===== config.mk =====
export PLATFORM = sky130hd
export DESIGN_NAME = burst_seq_gen
export DESIGN_NICKNAME = d
export VERILOG_FILES = /design/src/rtl/bsg_pkg.sv /design/src/rtl/bsg_strobe_arb.sv /design/src/rtl/bsg_ctrl.sv /design/src/rtl/bsg_addr_map.sv /design/src/rtl/burst_seq_gen.sv
export SDC_FILE = /design/constraint.sdc
export NUM_CORES = 1
export LEC_CHECK = 0
export BUFFER_PORTS_ARGS = -buffer_cell sky130_fd_sc_hd__buf_2
export CORE_MARGIN = 4
export CORE_UTILIZATION = 43
export CTS_BUF_LIST = sky130_fd_sc_hd__clkbuf_2 sky130_fd_sc_hd__clkbuf_4 sky130_fd_sc_hd__clkbuf_8
export CTS_CLUSTER_DIAMETER = 50
export DETAILED_ROUTE_END_ITERATION = 6
export GPL_ROUTABILITY_DRIVEN = 0
export PLACE_DENSITY = 0.79
export SETUP_SLACK_MARGIN = 0.5
export SKIP_LAST_GASP = 1
export SLEW_MARGIN = 20
export SYNTH_ARGS = -nofsm -noshare
export SYNTH_HDL_FRONTEND = slang
export SYNTH_HIERARCHICAL = 1
export SYNTH_SLANG_ARGS = --single-unit

===== constraint.sdc =====
create_clock -name clk -period 2.81 [get_ports clk]
set_clock_uncertainty 0.2 [all_clocks]
set_input_delay 0.281 -clock clk [delete_from_list [all_inputs] [get_ports clk]]
set_output_delay 0.281 -clock clk [all_outputs]
set_load 0.005 [all_outputs]

===== src/rtl/bsg_pkg.sv =====
package bsg_pkg;
    typedef enum logic {
        ST_IDLE  = 1'b0,
        ST_BURST = 1'b1
    } bsg_state_e;

    typedef enum logic {
        ORD_LINEAR     = 1'b0,
        ORD_INTERLEAVE = 1'b1
    } bsg_order_e;
endpackage


===== src/rtl/bsg_strobe_arb.sv =====
module bsg_strobe_arb (
    input  logic clk,
    input  logic rst_n,
    input  logic strb_cpu,
    input  logic strb_ctl,
    output logic load,
    output logic load_cpu
);
    always_comb begin
        load     = strb_cpu | strb_ctl;
        load_cpu = strb_cpu;
    end


    cpu_wins_chk: assert property (@(posedge clk) disable iff (!rst_n)
        (strb_cpu && strb_ctl) |-> (load && load_cpu));
endmodule


===== src/rtl/bsg_ctrl.sv =====
module bsg_ctrl
    import bsg_pkg::*;
#(
    parameter int ADDR_W     = 16,
    parameter int BURST_BITS = 2
) (
    input  logic                  clk,
    input  logic                  rst_n,
    input  logic                  load,
    input  logic                  load_cpu,
    input  logic                  adv,
    input  logic                  mode_ilv,
    input  logic [ADDR_W-1:0]     addr_in,
    output bsg_state_e            state,
    output logic [ADDR_W-1:0]     base,
    output logic [BURST_BITS-1:0] beat,
    output bsg_order_e            order,
    output logic                  owner
);
    bsg_state_e            state_nx;
    logic [ADDR_W-1:0]     base_nx;
    logic [BURST_BITS-1:0] beat_nx;
    bsg_order_e            order_nx;
    logic                  owner_nx;

    always_ff @(posedge clk) begin
        if (!rst_n) begin
            state <= ST_IDLE;
            base  <= '0;
            beat  <= '0;
            order <= ORD_LINEAR;
            owner <= 1'b0;
        end else begin
            state <= state_nx;
            base  <= base_nx;
            beat  <= beat_nx;
            order <= order_nx;
            owner <= owner_nx;
        end
    end

    always_comb begin
        state_nx = state;
        base_nx  = base;
        beat_nx  = beat;
        order_nx = order;
        owner_nx = owner;
        unique case (state)
            ST_IDLE: begin
                if (load) begin
                    state_nx = ST_BURST;
                    base_nx  = addr_in;
                    beat_nx  = '0;
                    order_nx = bsg_order_e'(mode_ilv);
                    owner_nx = load_cpu;
                end
            end
            ST_BURST: begin
                if (load) begin
                    base_nx  = addr_in;
                    beat_nx  = '0;
                    order_nx = bsg_order_e'(mode_ilv);
                    owner_nx = load_cpu;
                end else if (adv) begin
                    beat_nx = beat + 1'b1;
                end
            end
            default: state_nx = ST_IDLE;
        endcase
    end


    load_clears_beat_chk: assert property (@(posedge clk) disable iff (!rst_n)
        load |=> (beat == '0 && state == ST_BURST));

    step_beat_chk: assert property (@(posedge clk) disable iff (!rst_n)
        (state == ST_BURST && adv && !load) |=> beat == BURST_BITS'($past(beat) + 1'b1));

    hold_chk: assert property (@(posedge clk) disable iff (!rst_n)
        (!adv && !load) |=> ($stable(beat) && $stable(base)));

    order_fixed_chk: assert property (@(posedge clk) disable iff (!rst_n)
        !load |=> $stable(order));

    idle_ignores_adv_chk: assert property (@(posedge clk) disable iff (!rst_n)
        (state == ST_IDLE && !load) |=> (state == ST_IDLE && beat == '0));
endmodule


===== src/rtl/bsg_addr_map.sv =====
module bsg_addr_map
    import bsg_pkg::*;
#(
    parameter int ADDR_W     = 16,
    parameter int BURST_BITS = 2
) (
    input  logic [ADDR_W-1:0]     base,
    input  logic [BURST_BITS-1:0] beat,
    input  bsg_order_e            order,
    output logic [ADDR_W-1:0]     addr
);
    localparam int UPPER_W = ADDR_W - BURST_BITS;

    logic [BURST_BITS-1:0] lo;

    always_comb begin
        unique case (order)
            ORD_LINEAR:     lo = base[BURST_BITS-1:0] + beat;
            ORD_INTERLEAVE: lo = base[BURST_BITS-1:0] ^ beat;
            default:        lo = base[BURST_BITS-1:0];
        endcase
    end

    generate
        if (UPPER_W > 0) begin : g_upper
            assign addr = {base[ADDR_W-1:BURST_BITS], lo};
        end else begin : g_flat
            assign addr = lo[ADDR_W-1:0];
        end
    endgenerate
endmodule


===== src/rtl/burst_seq_gen.sv =====
module burst_seq_gen
    import bsg_pkg::*;
#(
    parameter int ADDR_W     = 16,
    parameter int BURST_BITS = 2
) (
    input  logic                  clk,
    input  logic                  rst_n,
    input  logic                  strb_cpu,
    input  logic                  strb_ctl,
    input  logic                  adv,
    input  logic                  mode_ilv,
    input  logic [ADDR_W-1:0]     addr_in,
    output logic [ADDR_W-1:0]     addr_out,
    output logic [BURST_BITS-1:0] beat_pos,
    output logic                  burst_live,
    output logic                  owner_cpu
);
    logic                  load;
    logic                  load_cpu;
    bsg_state_e            state;
    logic [ADDR_W-1:0]     base;
    logic [BURST_BITS-1:0] beat;
    bsg_order_e            order;
    logic                  owner;

    bsg_strobe_arb u_arb (
        .clk      (clk),
        .rst_n    (rst_n),
        .strb_cpu (strb_cpu),
        .strb_ctl (strb_ctl),
        .load     (load),
        .load_cpu (load_cpu)
    );

    bsg_ctrl #(.ADDR_W(ADDR_W), .BURST_BITS(BURST_BITS)) u_ctrl (
        .clk      (clk),
        .rst_n    (rst_n),
        .load     (load),
        .load_cpu (load_cpu),
        .adv      (adv),
        .mode_ilv (mode_ilv),
        .addr_in  (addr_in),
        .state    (state),
        .base     (base),
        .beat     (beat),
        .order    (order),
        .owner    (owner)
    );

    bsg_addr_map #(.ADDR_W(ADDR_W), .BURST_BITS(BURST_BITS)) u_map (
        .base  (base),
        .beat  (beat),
        .order (order),
        .addr  (addr_out)
    );

    always_comb begin
        beat_pos   = beat;
        burst_live = (state == ST_BURST);
        owner_cpu  = owner;
    end


    upper_fixed_chk: assert property (@(posedge clk) disable iff (!rst_n)
        !load |=> addr_out[ADDR_W-1:BURST_BITS] == $past(addr_out[ADDR_W-1:BURST_BITS]));

    owner_cpu_chk: assert property (@(posedge clk) disable iff (!rst_n)
        strb_cpu |=> owner_cpu);

    load_addr_chk: assert property (@(posedge clk) disable iff (!rst_n)
        (strb_cpu || strb_ctl) |=> addr_out == $past(addr_in));
endmodule


# Word level (Yosys, flattened, before mapping)
# Index checks and enable logic that the tools add are counted.
dict set report totals {
  wordCells 24
  out_inout_bits 20
  inputBits 22
  register_bits 21
}
dict set report classes {
  reduce_logical 1
  n_addsub 2
  n_eq_ne 2
  bitwise 4
  n_mux 10
}
# cell n
set op_table {}
lappend op_table {{$mux W16} 1}
lappend op_table {{$pmux W2 S2} 2}
lappend op_table {{$mux W2} 3}
lappend op_table {{$mux W1} 4}
lappend op_table {{$ne A3 B3 Y1 const B} 1}
lappend op_table {{$add A2 B1 Y2 const B} 1}
lappend op_table {{$add A2 B2 Y2} 1}
lappend op_table {{$ne A2 B2 Y1 const B} 1}
lappend op_table {{$not A1 Y1} 2}
lappend op_table {{$reduce_and A2 Y1} 1}
lappend op_table {{$xor A2 B2 Y2} 1}
lappend op_table {{$or A1 B1 Y1} 1}

# Logic depth before layout (Yosys ltp)
dict set report depth {
  word_depth 4
  depth_mapped 4
  ltp_nobuf 3
}

# Modules after synthesis
# Netlist, hierarchy kept.
# mod seq_area_each_um2 cells_each n_inst area_per_inst_um2
set modules_own_cells {}
lappend modules_own_cells {bsg_ctrl 420.4 70 1 810.8}
lappend modules_own_cells {bsg_addr_map 0.0 18 1 141.4}
lappend modules_own_cells {bsg_strobe_arb 0.0 2 1 13.8}

# Worst setup path after synthesis
# No wires, ideal clock.
dict set report synth_timing {
  kind {input-to-reg}
  from {input port strb_ctl}
  to {register u_ctrl.beat[1]}
  required_time_ns 2.538
  path_slack_ns 1.506
  stages 3
  n_path_buf 0
  t_arrival_ns 1.033
  setup_ns 0.072
  path_cell_list {or2_1 > or3b_1 > mux2i_1}
}
dict set report synth_between {
  elab_chain_len 3
  word_cells_on_any_way 6
  cone_classes {eq/ne: 2; mux: 2; bitwise: 1; reduce/logical: 1}
}
# element line
set synth_rtl {}
lappend synth_rtl {{from (decl)} burst_seq_gen.sv:10} ;# input logic strb_ctl,
lappend synth_rtl {{$or A1 B1 Y1 *} bsg_strobe_arb.sv:10} ;# load = strb_cpu | strb_ctl;
lappend synth_rtl {{$mux W2, or another cell as far along} bsg_ctrl.sv:59} ;# if (load) begin
lappend synth_rtl {{$pmux W2 S2 or $reduce_and A2 Y1 (tied branches)} -}
lappend synth_rtl {{to (signal assigned)} bsg_ctrl.sv:36} ;# beat <= beat_nx;
lappend synth_rtl {{to (decl)} bsg_ctrl.sv:16} ;# output logic [BURST_BITS-1:0] beat,
# Every way passes the cells marked *; elsewhere a longest branch is shown, timed or not.
# A chain may end at the register's enable or synchronous reset.

# Worst setup path after layout
dict set report layout_timing {
  from {register u_ctrl.beat[0]}
  to {output port addr_out[1]}
}
dict set report layout_between {
  elab_chain_len 2
}
# element line
set layout_rtl {}
lappend layout_rtl {{$add A2 B2 Y2} bsg_addr_map.sv:18} ;# ORD_LINEAR: lo = base[BURST_BITS-1:0] + beat;
lappend layout_rtl {{$pmux W2 S2} bsg_addr_map.sv:17} ;# unique case (order)
lappend layout_rtl {{to (decl)} burst_seq_gen.sv:14} ;# output logic [ADDR_W-1:0] addr_out,
# Every way passes these cells.

==> key figures <==
Run status
  • Result of the run: complete, no violations

Setup path
  • Total buffers and inverters traversed by the critical path: 1
  • Cell with the largest stage delay on the worst path: sky130_fd_sc_hd__dfxtp_1
  • Cell Chain, Critical Path: ha_1 -> nor2b_1 -> xnor2_1 -> buf_2
  • Endpoint arrival time on the critical path: 1.24 ns
  • Worst Reg2Reg Path Length in Cells: 2
  • Data required time of the critical path: about 2.3 ns
  • Endpoint kind of the worst setup timing path: primary output
  • Gate family responsible for the most delay along the worst path: flip-flops
  • Crit path launch type: flop
  • Critical path peak fanout: 5
  • Launch point of the worst reg-to-reg path: u_ctrl/beat[1]
  • Critical register-to-register path endpoint: u_ctrl/beat[1]
  • Setup slack, reg-to-reg: between 1.5 and 2 ns
  • Worst setup path class: reg2out
  • Largest stage delay on the critical path: 0.39 ns
  • Worst setup startpoint: u_ctrl/beat[0]

Floorplan
  • Overall die width: about 55 um
  • Starting Density: 47.3%
  • Core area: slightly above 2000 um2
  • Die Footprint: roughly 3100 um2
  • Total I/O pin count: 42
  • Y dimension of the die: between 50 and 60 um
  • Number of cell rows: 16

Clock network
  • Count of H-tree levels built during CTS: 1
  • CTS root buf: sky130_fd_sc_hd__clkbuf_4
  • Buffer count from post-CTS setup fixing: 0
  • Clock latency reported for the late side of the worst-skew pair: ~0.29 ns
  • Clock Tree Buf Depth: 2
  • Number of clock buffers inserted by TritonCTS: 3
  • Number of gates given a new drive strength after cts: 0
  • Number of sinks driven by the clock tree: 21
  • Clock slew at the register clock pins of the worst setup and hold paths: between 0.1 and 0.15 ns
  • CTS tree: done
  • Hold-fix buffers, CTS: 0

Logic synthesis
  • Cell area after synthesis: 966 um2
  • Flops & latches, synth: 21
  • Cell accounting for the most synthesized area: sky130_fd_sc_hd__dfxtp_1
  • Predominant post-synthesis flop cell: sky130_fd_sc_hd__dfxtp_1
  • Sequential element share of the synthesized area: between 40% and 50%
  • List of most frequent post-synthesis cells: 21 x sky130_fd_sc_hd__dfxtp_1, 19 x sky130_fd_sc_hd__mux2i_1, 19 x sky130_fd_sc_hd__nor2b_1
  • Top area cells in the synthesized netlist: sky130_fd_sc_hd__dfxtp_1 44%, sky130_fd_sc_hd__mux2i_1 20%, sky130_fd_sc_hd__nor2b_1 12%
  • Ys async rst share: 0%
  • Number of standard cells after synthesis: 90
  • Share of the synthesized area in the top cell type: ~44%
  • Most frequently used cell type in the post-synthesis netlist: sky130_fd_sc_hd__dfxtp_1
  • Unique masters post-synth: 16
  • Number of enable-type register cells in the synthesized netlist: 0
  • Count of yosys warnings during synthesis: 6
  • Mapped Nets: about 110
  • Mean cell area of the mapped netlist: 10.7 um2

Cells and area
  • Fillcell total: between 200 and 250
  • Total inserted antenna cells: 0
  • Share of final-layout standard cells stronger than drive strength 1: 39.7%
  • Synthesis-to-layout area growth: 13.1%
  • Final layout net count: 140

STA
  • # setup viols final: 0
  • Tightest Pin Transition: around 1.1 ns
  • Tcrit/Tclk final: approximately 61%
  • Slew headroom: around 29%
  • Hold_ws: between 0.04 and 0.05 ns
  • Post-route setup slack: approximately 1.1 ns
  • Summed negative setup slack over all endpoints: 0 ns
  • RSZ-0062 raised after global routing: false
  • Shortest period the worst path allows: between 1.5 and 2 ns
  • Hold Vio Cnt, Final: 0
  • Final Max Tran Viols: 0
  • Max Fclk: around 0.58 GHz

Hold path
  • Hold path depth: 3
  • Hold Crit Class: in2reg
  • Capture endpoint of the worst hold path: u_ctrl/base[9]
  • Hold_sp: addr_in[9]

Pwr
  • Worst-case vdd ir drop: roughly 0.24 mV
  • Standby leakage power: 0.000597 uW
  • Power per unit of standard cell area: roughly 500 nW/um2

Placement
  • Final HPWL DP: between 1000 and 1500 um
  • Number of buffers inserted by port buffering: 41
  • Pre-CTS worst setup slack: 0.916 ns

Detailed routing
  • TritonRoute pass-1 iters: 4
  • Routed wire length per instance: around 11 um
  • DR vias/cell: around 4.5
  • Aggregate routed wire length: around 1500 um
  • Remaining design rule violation count: 0
  • Total vias in the final route: about 640
  • Number of violations reported at the end of detailed-routing iteration 0: 6
  • Post-detailed-route count of antenna-violating nets: 0

Global routing
  • Number of global-route vias before repair: 584
  • Total routing usage reported by global routing: a little over 10%
  • Largest net degree at the start of global routing: 23
  • Initial antenna violation count: 0
  • Global-route wire length before repair: 2540 um
  • Remaining Overflow, GRT: 0

Flow run
  • Number of violations of the max-capacitance limit: 0
==> through the flow <==
step / std cells / utilization (%) / power, uW / cell area (um2)
2_1_floorplan: 90 / - / 393 / 966
3_3_place_gp: 139 / 52.0 / 406 / 1060
3_5_place_dp: 139 / 52.0 / 409 / 1060
6_report: 143 / 53.5 / 547 / 1090
5_1_grt: 143 / 53.5 / 583 / 1090
4_1_cts: 143 / 53.5 / 558 / 1090
==> report_power, final <==
group	switching [uW]	internal [uW]
Sequential	9.17	315
Clock	81.8	64.8
Combinational	31.5	44.7
==> area by class of cell <==
class | count | area [um2] | share of cell area (%)
multi-input cells | 50 | 403 | 36.9
repair buffers | 41 | 205 | 18.8
flip-flops and latches | 21 | 420 | 38.5
clock buffers | 4 | 30.0 | 2.75
well taps | 27 | 33.8 | 3.09
==> logic make-up (layout without fill, tap and decap cells) <==
logic type | after synthesis | count (layout) | synth area share, %
AND/OR/NAND/NOR | 25 | 25 | 16.6
flip-flops | 21 | 21 | 43.5
multiplexers | 19 | 19 | 19.7
buffers and inverters | 19 | 45 | 14.8
AO/OA/AOI/OAI | 3 | 3 | 2.33
XOR/XNOR | 2 | 2 | 1.81
adder cells (fa/ha/maj) | 1 | 1 | 1.30
==> how the worst max path moves through the flow <==
| stage | end | slack [ns] | cells past startpoint |
|---|---|---|---|
| floorplan | u_ctrl/beat[1] | 1.51 | 3 |
| CTS | addr_out[1] | 1.05 | 4 |
| global placement | u_ctrl/beat[1] | 0.94 | 4 |
| global route | addr_out[1] | 0.96 | 4 |
| detailed placement | u_ctrl/beat[1] | 0.92 | 4 |
| finish | addr_out[1] | 1.08 | 4 |
==> cells in the final DEF (no fill, tap or decap) <==
| master | netlist | final |
|---|---|---|
| sky130_fd_sc_hd__nor2b_1 | 19 | 19 |
| sky130_fd_sc_hd__mux2i_1 | 19 | 19 |
| sky130_fd_sc_hd__clkbuf_4 | 0 | 4 |
| sky130_fd_sc_hd__nand3_1 | 1 | 1 |
| sky130_fd_sc_hd__xnor2_1 | 2 | 2 |
| sky130_fd_sc_hd__ha_1 | 1 | 1 |
| sky130_fd_sc_hd__nand2b_1 | 1 | 1 |
| sky130_fd_sc_hd__or2_1 | 1 | 1 |
| sky130_fd_sc_hd__or3b_1 | 1 | 1 |
| sky130_fd_sc_hd__buf_2 | 0 | 41 |
| sky130_fd_sc_hd__o21a_1 | 1 | 1 |
| sky130_fd_sc_hd__a21bo_2 | 1 | 1 |
| sky130_fd_sc_hd__dfxtp_1 | 21 | 21 |
| sky130_fd_sc_hd__a21oi_1 | 1 | 1 |
| sky130_fd_sc_hd__nand3b_1 | 2 | 2 |
==> per-layer routing <==
layer	share of wire, %	global-route usage (%)
met1	43	11.9
met2	41	14.7
met3	14	4.90
met4	2.0	6.25
met5	0	0
==> worst reg2reg max path, delay by kind of cell (launching register included) <==
family           cells  cell delay, ns
muxes                1            0.12
and+or+nand+nor      1            0.35
DFF                  1            0.36
==> sequential cells by signal (all words and copies together) (netlist names) <==
name,flops
u_ctrl/beat,2
u_ctrl/owner,1
u_ctrl/order,1
u_ctrl/state,1
u_ctrl/base,16
Power figures use the tool's default switching activity.
